$ cat config.mk
export PLATFORM = sky130hd
export DESIGN_NAME = ixreg_uart_regs
export DESIGN_NICKNAME = d
export VERILOG_FILES = /design/src/rtl/ixreg_pkg.sv /design/src/rtl/ixreg_rst_ctl.sv /design/src/rtl/ixreg_bank.sv /design/src/rtl/ixreg_status.sv /design/src/rtl/ixreg_uart_regs.sv
export SDC_FILE = /design/constraint.sdc
export NUM_CORES = 1
export LEC_CHECK = 0
export ABC_AREA = 0
export ABC_CLOCK_PERIOD_IN_PS = 2200
export BUFFER_PORTS_ARGS = -buffer_cell sky130_fd_sc_hd__buf_4
export CORE_MARGIN = 4
export CORE_UTILIZATION = 34
export CTS_CLUSTER_DIAMETER = 80
export DETAILED_ROUTE_END_ITERATION = 8
export PLACE_DENSITY = 0.52
export SETUP_SLACK_MARGIN = 0.1
export SLEW_MARGIN = 25
export SYNTH_ARGS = -nofsm -noshare
export SYNTH_HDL_FRONTEND = slang
export SYNTH_SLANG_ARGS = --single-unit
$ cat constraint.sdc
create_clock -name clk -period 2.2 [get_ports clk]
set_clock_uncertainty 0.05 [all_clocks]
set_input_delay 0.22 -clock clk [delete_from_list [all_inputs] [get_ports clk]]
set_output_delay 0.22 -clock clk [all_outputs]
set_load 0.01 [all_outputs]
$ cat src/rtl/ixreg_pkg.sv
package ixreg_pkg;
  localparam int DW   = 8;
  localparam int AW   = 3;
  localparam int OW   = 8;
  localparam int LVLW = 7;
  localparam int DLTW = 4;
  localparam int MCRW = 2;

  localparam logic [AW-1:0] A_RXTX = 3'd0;
  localparam logic [AW-1:0] A_IER  = 3'd1;
  localparam logic [AW-1:0] A_ISR  = 3'd2;
  localparam logic [AW-1:0] A_LCR  = 3'd3;
  localparam logic [AW-1:0] A_MCR  = 3'd4;
  localparam logic [AW-1:0] A_IDX  = 3'd5;
  localparam logic [AW-1:0] A_MSR  = 3'd6;
  localparam logic [AW-1:0] A_OFS  = 3'd7;

  localparam int N_RW    = 5;
  localparam int OFF_ACR = 0;
  localparam int OFF_CPR = 1;
  localparam int OFF_CKS = 2;
  localparam int OFF_CKA = 3;
  localparam int OFF_COR = 4;
  localparam int OFF_CSR = 5;
  localparam int OFF_LSR = 8;
  localparam int OFF_RFL = 9;
  localparam int OFF_TFL = 10;

  localparam int RDEN_BIT  = 6;
  localparam int SRST_BIT  = 7;
  localparam int DLAB_BIT  = 7;
  localparam int BRK_BIT   = 6;

  localparam logic [DW-1:0] LCR_LOCK = 8'hBF;
  localparam logic [DW-1:0] DLL_RST  = 8'h01;
  localparam logic [DW-1:0] CPR_RST  = 8'h20;
  localparam logic [DW-1:0] LSR_RST  = 8'h60;
  localparam logic [DW-1:0] ISR_RST  = 8'h01;

  typedef struct packed {
    logic full;
    logic chan;
  } rst_req_t;

  function automatic logic [DW-1:0] rw_rst_val(input int idx);
    return (idx == OFF_CPR) ? CPR_RST : '0;
  endfunction

  function automatic logic rw_keeps_on_chan(input int idx);
    return (idx == OFF_CKS) || (idx == OFF_CKA);
  endfunction
endpackage

$ cat src/rtl/ixreg_rst_ctl.sv
module ixreg_rst_ctl
  import ixreg_pkg::*;
(
  input  logic     clk,
  input  logic     rst,
  input  logic     soft_trig,
  input  logic     chan_trig,
  output rst_req_t req
);
  logic soft_q;
  logic chan_q;

  always_ff @(posedge clk) begin
    if (rst) begin
      soft_q <= 1'b0;
      chan_q <= 1'b0;
    end else begin
      soft_q <= soft_trig;
      chan_q <= chan_trig & ~soft_trig;
    end
  end

  always_comb begin
    req.full = rst | soft_q;
    req.chan = chan_q;
  end
endmodule

$ cat src/rtl/ixreg_bank.sv
module ixreg_bank
  import ixreg_pkg::*;
#(
  parameter int BDW  = DW,
  parameter int BOW  = OW,
  parameter int NREG = N_RW
) (
  input  logic                      clk,
  input  rst_req_t                  req,
  input  logic                      we,
  input  logic [BOW-1:0]            off,
  input  logic [BDW-1:0]            wdata,
  output logic [NREG-1:0][BDW-1:0]  regs
);
  for (genvar i = 0; i < NREG; i++) begin : g_reg
    localparam logic [BDW-1:0] RV    = BDW'(rw_rst_val(i));
    localparam logic           KEEP  = rw_keeps_on_chan(i);
    localparam logic [BDW-1:0] WMASK = (i == OFF_COR) ? ~(BDW'(1) << SRST_BIT) : '1;
    logic sel;
    assign sel = we && (off == BOW'(i));

    always_ff @(posedge clk) begin
      if (req.full || (req.chan && !KEEP)) begin
        regs[i] <= RV;
      end else if (sel) begin
        regs[i] <= wdata & WMASK;
      end
    end
  end
endmodule

$ cat src/rtl/ixreg_status.sv
module ixreg_status
  import ixreg_pkg::*;
#(
  parameter int SDW  = DW,
  parameter int SLW  = LVLW,
  parameter int SDLW = DLTW
) (
  input  logic            clk,
  input  rst_req_t        req,
  input  logic            upd,
  input  logic [SDW-1:0]  line_i,
  input  logic [SDW-1:0]  irq_i,
  input  logic [SLW-1:0]  rxlvl_i,
  input  logic [SLW-1:0]  txlvl_i,
  input  logic [SDLW-1:0] mdelta_i,
  output logic [SDW-1:0]  line_q,
  output logic [SDW-1:0]  irq_q,
  output logic [SLW-1:0]  rxlvl_q,
  output logic [SLW-1:0]  txlvl_q,
  output logic [SDLW-1:0] mdelta_q
);
  always_ff @(posedge clk) begin
    if (req.full || req.chan) begin
      line_q   <= SDW'(LSR_RST);
      irq_q    <= SDW'(ISR_RST);
      rxlvl_q  <= '0;
      txlvl_q  <= '0;
      mdelta_q <= '0;
    end else if (upd) begin
      line_q   <= line_i;
      irq_q    <= irq_i;
      rxlvl_q  <= rxlvl_i;
      txlvl_q  <= txlvl_i;
      mdelta_q <= mdelta_i;
    end
  end
endmodule

$ cat src/rtl/ixreg_uart_regs.sv
module ixreg_uart_regs
  import ixreg_pkg::*;
(
  input  logic            clk,
  input  logic            rst,
  input  logic            bus_wr,
  input  logic            bus_rd,
  input  logic [AW-1:0]   bus_addr,
  input  logic [DW-1:0]   bus_wdata,
  output logic [DW-1:0]   bus_rdata,
  input  logic [DW-1:0]   rx_hold,
  input  logic            st_upd,
  input  logic [DW-1:0]   st_line,
  input  logic [DW-1:0]   st_irq,
  input  logic [LVLW-1:0] st_rxlvl,
  input  logic [LVLW-1:0] st_txlvl,
  input  logic [DLTW-1:0] st_mdelta,
  input  logic            dcd_i,
  input  logic            ri_i,
  input  logic            dsr_i,
  input  logic            cts_i,
  input  logic            tx_serial,
  output logic            thr_wr,
  output logic [DW-1:0]   thr_wdata,
  output logic            sout,
  output logic            rts_n,
  output logic            dtr_n
);
  rst_req_t               req;
  logic [DW-1:0]          dll_q, dlm_q, ier_q, lcr_q, spr_q;
  logic [MCRW-1:0]        mcr_q;
  logic [N_RW-1:0][DW-1:0] bank_q;
  logic [DW-1:0]          lsr_q, isr_q;
  logic [LVLW-1:0]        rfl_q, tfl_q;
  logic [DLTW-1:0]        mdl_q;
  logic                   any_rst, lock, dlab;
  logic                   idx_we, soft_trig, chan_trig;
  logic [DW-1:0]          idx_rd, rd_mux;

  assign any_rst = req.full | req.chan;
  assign lock    = (lcr_q == LCR_LOCK);
  assign dlab    = lcr_q[DLAB_BIT];
  assign idx_we  = bus_wr && (bus_addr == A_IDX) && !lock;
  assign soft_trig = idx_we && (spr_q == OW'(OFF_COR)) && bus_wdata[SRST_BIT];
  assign chan_trig = idx_we && (spr_q == OW'(OFF_CSR)) && (bus_wdata == '0);

  ixreg_rst_ctl u_rst (
    .clk       (clk),
    .rst       (rst),
    .soft_trig (soft_trig),
    .chan_trig (chan_trig),
    .req       (req)
  );

  ixreg_bank #(.BDW(DW), .BOW(OW), .NREG(N_RW)) u_bank (
    .clk   (clk),
    .req   (req),
    .we    (idx_we),
    .off   (spr_q),
    .wdata (bus_wdata),
    .regs  (bank_q)
  );

  ixreg_status #(.SDW(DW), .SLW(LVLW), .SDLW(DLTW)) u_sts (
    .clk      (clk),
    .req      (req),
    .upd      (st_upd),
    .line_i   (st_line),
    .irq_i    (st_irq),
    .rxlvl_i  (st_rxlvl),
    .txlvl_i  (st_txlvl),
    .mdelta_i (st_mdelta),
    .line_q   (lsr_q),
    .irq_q    (isr_q),
    .rxlvl_q  (rfl_q),
    .txlvl_q  (tfl_q),
    .mdelta_q (mdl_q)
  );

  // Directly addressed registers
  always_ff @(posedge clk) begin
    if (any_rst) begin
      dll_q <= DLL_RST;
      dlm_q <= '0;
      ier_q <= '0;
      lcr_q <= '0;
      mcr_q <= '0;
      spr_q <= '0;
    end else if (bus_wr) begin
      case (bus_addr)
        A_RXTX: if (dlab) dll_q <= bus_wdata;
        A_IER:  if (dlab) dlm_q <= bus_wdata; else ier_q <= bus_wdata;
        A_LCR:  lcr_q <= bus_wdata;
        A_MCR:  mcr_q <= bus_wdata[MCRW-1:0];
        A_OFS:  if (!lock) spr_q <= bus_wdata;
        default: ;
      endcase
    end
  end

  // Transmit byte strobe
  always_ff @(posedge clk) begin
    if (any_rst) begin
      thr_wr    <= 1'b0;
      thr_wdata <= '0;
    end else begin
      thr_wr <= bus_wr && (bus_addr == A_RXTX) && !dlab;
      if (bus_wr && (bus_addr == A_RXTX) && !dlab) thr_wdata <= bus_wdata;
    end
  end

  // Indexed read selection
  always_comb begin
    idx_rd = '0;
    if (spr_q < OW'(N_RW)) begin
      idx_rd = bank_q[spr_q[$clog2(N_RW)-1:0]];
    end else begin
      case (spr_q)
        OW'(OFF_LSR): idx_rd = lsr_q;
        OW'(OFF_RFL): idx_rd = DW'(rfl_q);
        OW'(OFF_TFL): idx_rd = DW'(tfl_q);
        default:      idx_rd = '0;
      endcase
    end
  end

  always_comb begin
    case (bus_addr)
      A_RXTX:  rd_mux = dlab ? dll_q : rx_hold;
      A_IER:   rd_mux = dlab ? dlm_q : ier_q;
      A_ISR:   rd_mux = isr_q;
      A_LCR:   rd_mux = lcr_q;
      A_MCR:   rd_mux = DW'(mcr_q);
      A_IDX:   rd_mux = lock ? '0 : (bank_q[OFF_ACR][RDEN_BIT] ? idx_rd : rx_hold);
      A_MSR:   rd_mux = DW'({dcd_i, ri_i, dsr_i, cts_i, mdl_q});
      default: rd_mux = lock ? '0 : spr_q;
    endcase
  end

  always_ff @(posedge clk) begin
    if (any_rst) bus_rdata <= '0;
    else if (bus_rd) bus_rdata <= rd_mux;
  end

  // Line and handshake outputs, idle high
  always_ff @(posedge clk) begin
    if (any_rst) begin
      sout  <= 1'b1;
      rts_n <= 1'b1;
      dtr_n <= 1'b1;
    end else begin
      sout  <= lcr_q[BRK_BIT] ? 1'b0 : tx_serial;
      rts_n <= ~mcr_q[1];
      dtr_n <= ~mcr_q[0];
    end
  end
endmodule

* Yosys cells after proc, flatten, opt, wreduce, memory -nomap -nowiden *
Cells that the tools add are included.

cells by class
  order comparisons = 2
  bitwise operators = 8
  eq/ne operators = 16
  muxes and demuxes = 11
  reduce and logical (&&, ||, !) cells = 24

operators by type and width
  cell                count
  $mux 8              7
  $pmux 8 s7          1
  $bmux 8 s3          1
  $eq 8x4->1 const B  3
  $pmux 8 s3          1
  $eq 8x2->1 const B  2
  $eq 8x3->1 const B  2
  $logic_not 8->1     2
  $eq 3x3->1 const B  4
  $logic_and 1x1->1   12
  $reduce_and 3->1    4
  $eq 8x1->1 const B  1
  $eq 8x8->1 const B  1
  $lt 8x3->1 const B  1
  $eq 3x2->1 const B  2
  $not 1->1           5
  $lt 3x4->1 const B  1
  $reduce_and 2->1    2
  $eq 3x1->1 const B  1
  $logic_not 3->1     1
  $logic_not 1->1     2
  $or 1x1->1          2
  $and 1x1->1         1
  $logic_or 1x1->1    1
  $mux 1              1

word-level totals
  flip-flop bits (word level) = 137
  input port bits = 63
  output and inout bits = 20

* Depth between registers and ports, before layout *
  word-level depth = 7
  mapped depth = 8

* Cells and area by module *
Synthesis repeated with hierarchy kept, for this count alone.

unflattened totals
  cell total of the unflattened synthesis = 675
  area, all modules = 6591.3 µm²

by module, submodules not included
  module           area an instance (µm²)  sequential area each (µm²)  instances  cells each
  ixreg_uart_regs  3683.5                  1241.2                      1          404
  ixreg_bank       1584.0                  780.7                       1          153
  ixreg_status     1256.2                  680.7                       1          112
  ixreg_rst_ctl    67.6                    40.0                        1          6

* Least setup slack after synthesis *
OpenSTA, ideal clock, no wires.

  kind = register to register
  start point = reg spr_q[7]
  end point = reg u_bank.regs[24] (netlist name)
  stages on the path, launching flop included = 6
  period minus slack after synthesis = 2083 ps
  arrival = 1905 ps
  path buffers = 0
  library setup time = 128 ps
  slack = 117 ps
  cells stage by stage = dfxtp_1 or4_4 a2111oi_4 nand4_2 mux2i_1 nor2_1

on the way
  cells in the longest elaborated chain, start to end = 2

RTL lines
  what                           line                   RTL
  start, declared                ixreg_uart_regs.sv:30  logic [DW-1:0] dll_q, dlm_q, ier_q, lcr_q, spr_q;
  start signal, assigned         ixreg_uart_regs.sv:95  A_OFS: if (!lock) spr_q <= bus_wdata;
  $eq 8x2->1                     ixreg_bank.sv:20       assign sel = we && (off == BOW'(i));
  $logic_and 1x1->1              ixreg_bank.sv:20
  end signal, assigned by index  ixreg_bank.sv:26       regs[i] <= wdata & WMASK;
  end, declared                  ixreg_bank.sv:13       output logic [NREG-1:0][BDW-1:0] regs

No other way between the ends.
A chain may end at the register's enable or synchronous reset.

* Worst setup path after layout *
  start point = reg spr_q[5]
  end point = reg u_bank.regs[38] (netlist name)

on the way
  cells in the longest elaborated chain, start to end = 2

RTL lines
  what               line
  $eq 8x3->1         ixreg_bank.sv:20
  $logic_and 1x1->1  ixreg_bank.sv:20

No other way between the ends.

==> impl_results.md <==
* Status: completed
* Largest net degree at the start of global routing at 47
* Antenna violations before repair at 0
* CTS tree: done
* Class of the tightest hold or removal check: in -> reg
* Worst path cell trace: or4_4 > a2111oi_4 > buf_4 > and4_4 > buf_4 > nand3_1 > o21ai_0
* CP Class: reg -> reg
* Register area share after synthesis at 0.421
* Total CTS buffers at 17
* Vias in the first global route at roughly 5600
* FF-to-FF setup slack at approximately 0.058 ns
* DIE HEIGHT at 146 um
* Critical R2R Capture: u_bank.regs[38]
* Sequential share of power at 0.436
* Fmax at 467 MHz
* Area leader, netlist: dfxtp_1
* Sw Ratio at 0.241
* Worst setup SP type: flop
* LEAKAGE at roughly 3.6 nW
* Power Density at between 700 and 800 mW/mm^2
* Distinct cell type count after synthesis at a little over 60
* Critical Path Max Stage Delay at 0.55 ns
* DRC Markers at 0
* HP Start: st_line[0]
* Initial Util at 0.347
* Layout area overhead at 28.8%
* Worst Hold Path EP: u_sts.line_q[0]
* Dpl cell area at 0.00742 sq mm
* Number of enable flip-flop cells after synthesis at 0
* Site Rows at 50
* Post-route clock period utilization at 0.974
* DR iter-0 viols at between 300 and 400
* Setup TNS at 0 ns
* DR vias/cell at 5.31
* Worst skew pair latency at 0.42 ns
* Ys async rst share at 0
* Worst-path clk slew at 0.06 ns
* Num ports at a little over 80
* Placer Congestion at between 0.8 and 0.9
* Min Clock Period, post-route at 2.14 ns
* Largest cells by area after synthesis: dfxtp_1, mux2i_1, nor2_1, o21ai_0, nand2_1
* DRT Pass-1 Iters at 4
* Mapped Nets at 792
* Post-Syn Area at 0.00651 sq mm
* Clock Path Buffers at 2
* Core ar. at 0.0188 sq mm
* DPL Wire Length at between 10 and 15 mm
* Most common cell in the netlist: dfxtp_1
* Synthesis-stage register bit count at ~140
* Routed wire length per instance at approximately 19 um
* Dpl cells at roughly 1000
* Layout cells sized above 1 at 0.223
* Final setup viols at 0
* H-Tree Depth at 4
* Antenna Cells at 0
* Hold Violations, Final at 0
* Pint at around 4.5 mW
* CP Capture Type: flop
* Post-route cell area at roughly 0.0084 sq mm
* ANT nets after route at 0
* Pins Over Slew Limit at 0
* Commonest cells in the netlist: dfxtp_1, nor2_1, mux2i_1, nand2_1, o21ai_0
* Syn avg cell area at approximately 8.9 sq um
* Worst vdd ir at slightly above 0.3 mV
* FF-to-FF path depth at 7
* Mapped Cells at 729
* Slew @ Worst Pin at approximately 0.65 ns
* Non-Filler Instances at between 1000 and 1500
* Routed vias at ~5700
* Total grt overflow at 0
* CTS Sinks at ~140
* Die ar. at between 0.02 and 0.025 sq mm
* Logic pwr share at 0.105
* Crit path top cell by count: buf_4
* First-pass GRT wire length at between 30 and 40 mm
* Psw at around 1.4 mW
* Top-area cell type share of the netlist area at 0.421
* Slew headroom at 0.562
* Hold Path Cell Cnt at 3
* Crit-path max FO at 7
* Unrepaired setup endpoints after global routing: yes
* # port buffers at between 80 and 90
* Critical-path top delay cell: or4_4
* Req. time, crit path at 2.50 ns
* Final WL at between 20 and 25 mm
* Max-Cap Viols at 0
* Clk pwr share at 0.459
* Gr usage total at 0.189
* Ys Warns at 0
* Reg-to-Reg Start: spr_q[5]
* Die W at around 150 um
* Root Driver: clkbuf_16
* Arr. time, crit path at ~2.4 ns
* Most used DFF post-synth: dfxtp_1
* NumNets Final at slightly below 900
==> final cells by class <==
| type | instances | area, sq um |
|---|---|---|
| clock buffers | 23 | 458 |
| clock inverters | 8 | 97.6 |
| fillers | 1806 | 10400 |
| inverters | 6 | 22.5 |
| multi-input cells | 522 | 3540 |
| flip-flops and latches | 137 | 2750 |
| well taps | 234 | 293 |
| repair buffers | 147 | 1220 |
==> through the flow <==
stage	power (mW)	utilization	setup slack [ns]	hold slack, ns
2_1_floorplan	2.96	-	0.117	0.298
3_3_place_gp	3.21	0.395	0.0905	0.344
4_1_cts	6.00	0.441	0.100	0.000305
6_report	5.95	0.447	0.0577	0.00929
3_5_place_dp	3.22	0.395	0.0141	0.343
5_1_grt	6.17	0.447	-0.0269	0.0119
==> how the worst max path moves through the flow <==
stage                            endpoint  depth (start not counted)     start
after floorplan           u_bank.regs[24]                          5  spr_q[7]
after global placement     u_bank.regs[1]                          6  spr_q[7]
after detailed placement  u_bank.regs[13]                          6  spr_q[7]
after CTS                    bus_rdata[6]                          6  spr_q[2]
after global routing      u_bank.regs[32]                          7  spr_q[5]
final                     u_bank.regs[38]                          7  spr_q[5]
==> repair_timing <==
item / 4_1_cts / 5_1_grt
setup buffers: 0 / 2
endpoints found under the hold margin: 29 / 0
setup endpoints to repair: 33 / 29
gates cloned: 0 / 1
resized for setup: 2 / 30
hold buffers: 29 / 0
pin swaps: 1 / 10
==> critical path, delay by kind of cell, from the launching register on <==
kind                   cells  cell delay [ns]
AND/OR/NAND/NOR            3             0.86
buffers and inverters      2             0.37
flip-flops                 1             0.33
AO/OA/AOI/OAI              2             0.46
==> power by group through the flow <==
stage / logic, mW / clock network (mW) / registers (mW)
after floorplan: 0.328 / 0 / 2.63
after global placement: 0.562 / 0 / 2.64
after detailed placement: 0.571 / 0 / 2.65
after CTS: 0.616 / 2.79 / 2.59
after global routing: 0.677 / 2.89 / 2.60
final: 0.626 / 2.73 / 2.59
==> placed cells by master (no fill, tap or decap), types with 3 or more instances in the layout <==
master / netlist / routed
a211oi_1: 6 / 5
a21oi_1: 31 / 30
a22o_1: 3 / 3
a2bb2oi_1: 4 / 4
a31oi_1: 3 / 3
and3_1: 6 / 6
buf_12: 0 / 3
buf_4: 1 / 113
clkbuf_1: 44 / 5
clkbuf_16: 0 / 17
clkinv_2: 0 / 3
clkinvlp_4: 0 / 3
dfxtp_1: 137 / 133
dfxtp_2: 0 / 4
dlygate4sd3_1: 0 / 29
inv_1: 6 / 6
mux2_2: 10 / 10
mux2i_1: 111 / 111
mux4_2: 6 / 6
nand2_1: 56 / 56
nand2b_1: 11 / 11
nand3_1: 22 / 16
nand3_2: 2 / 6
nand3b_1: 5 / 5
nand4_1: 4 / 4
nand4b_1: 3 / 3
nor2_1: 114 / 114
nor2b_1: 10 / 9
nor3_1: 5 / 3
nor3_2: 1 / 3
nor3b_1: 4 / 4
nor4_1: 3 / 3
o211ai_1: 4 / 4
o21a_1: 3 / 3
o21ai_0: 50 / 44
o21ai_1: 0 / 5
o22ai_1: 4 / 4
o31ai_1: 4 / 4
==> registers in the layout, summed over array words and instances, names as in the netlist, 2 cells and up <==
| register | count |
|---|---|
| u_bank.regs | 39 |
| thr_wdata | 8 |
| mcr_q | 2 |
| lcr_q | 8 |
| spr_q | 8 |
| u_sts.txlvl_q | 7 |
| dlm_q | 8 |
| u_sts.irq_q | 8 |
| u_sts.mdelta_q | 4 |
| bus_rdata | 8 |
| u_sts.rxlvl_q | 7 |
| ier_q | 8 |
| dll_q | 8 |
| u_sts.line_q | 8 |
==> per-layer routing <==
layer	vias up	GRT usage	wire length, um
met4	0	0.0677	447
met1	2735	0.261	9830
met3	31	0.0317	887
met2	169	0.298	9510
met5	-	0	0
li1	2785	-	-
==> logic make-up (layout without fill, tap and decap cells) <==
family          after synthesis  count (layout)  synth area share
flops                       137             137             0.421
buf+inv                      70             184            0.0482
simple gates                261             261             0.191
mux                         127             127             0.209
compound gates              134             134             0.131
Note: power is estimated with default switching activity, not from simulation.
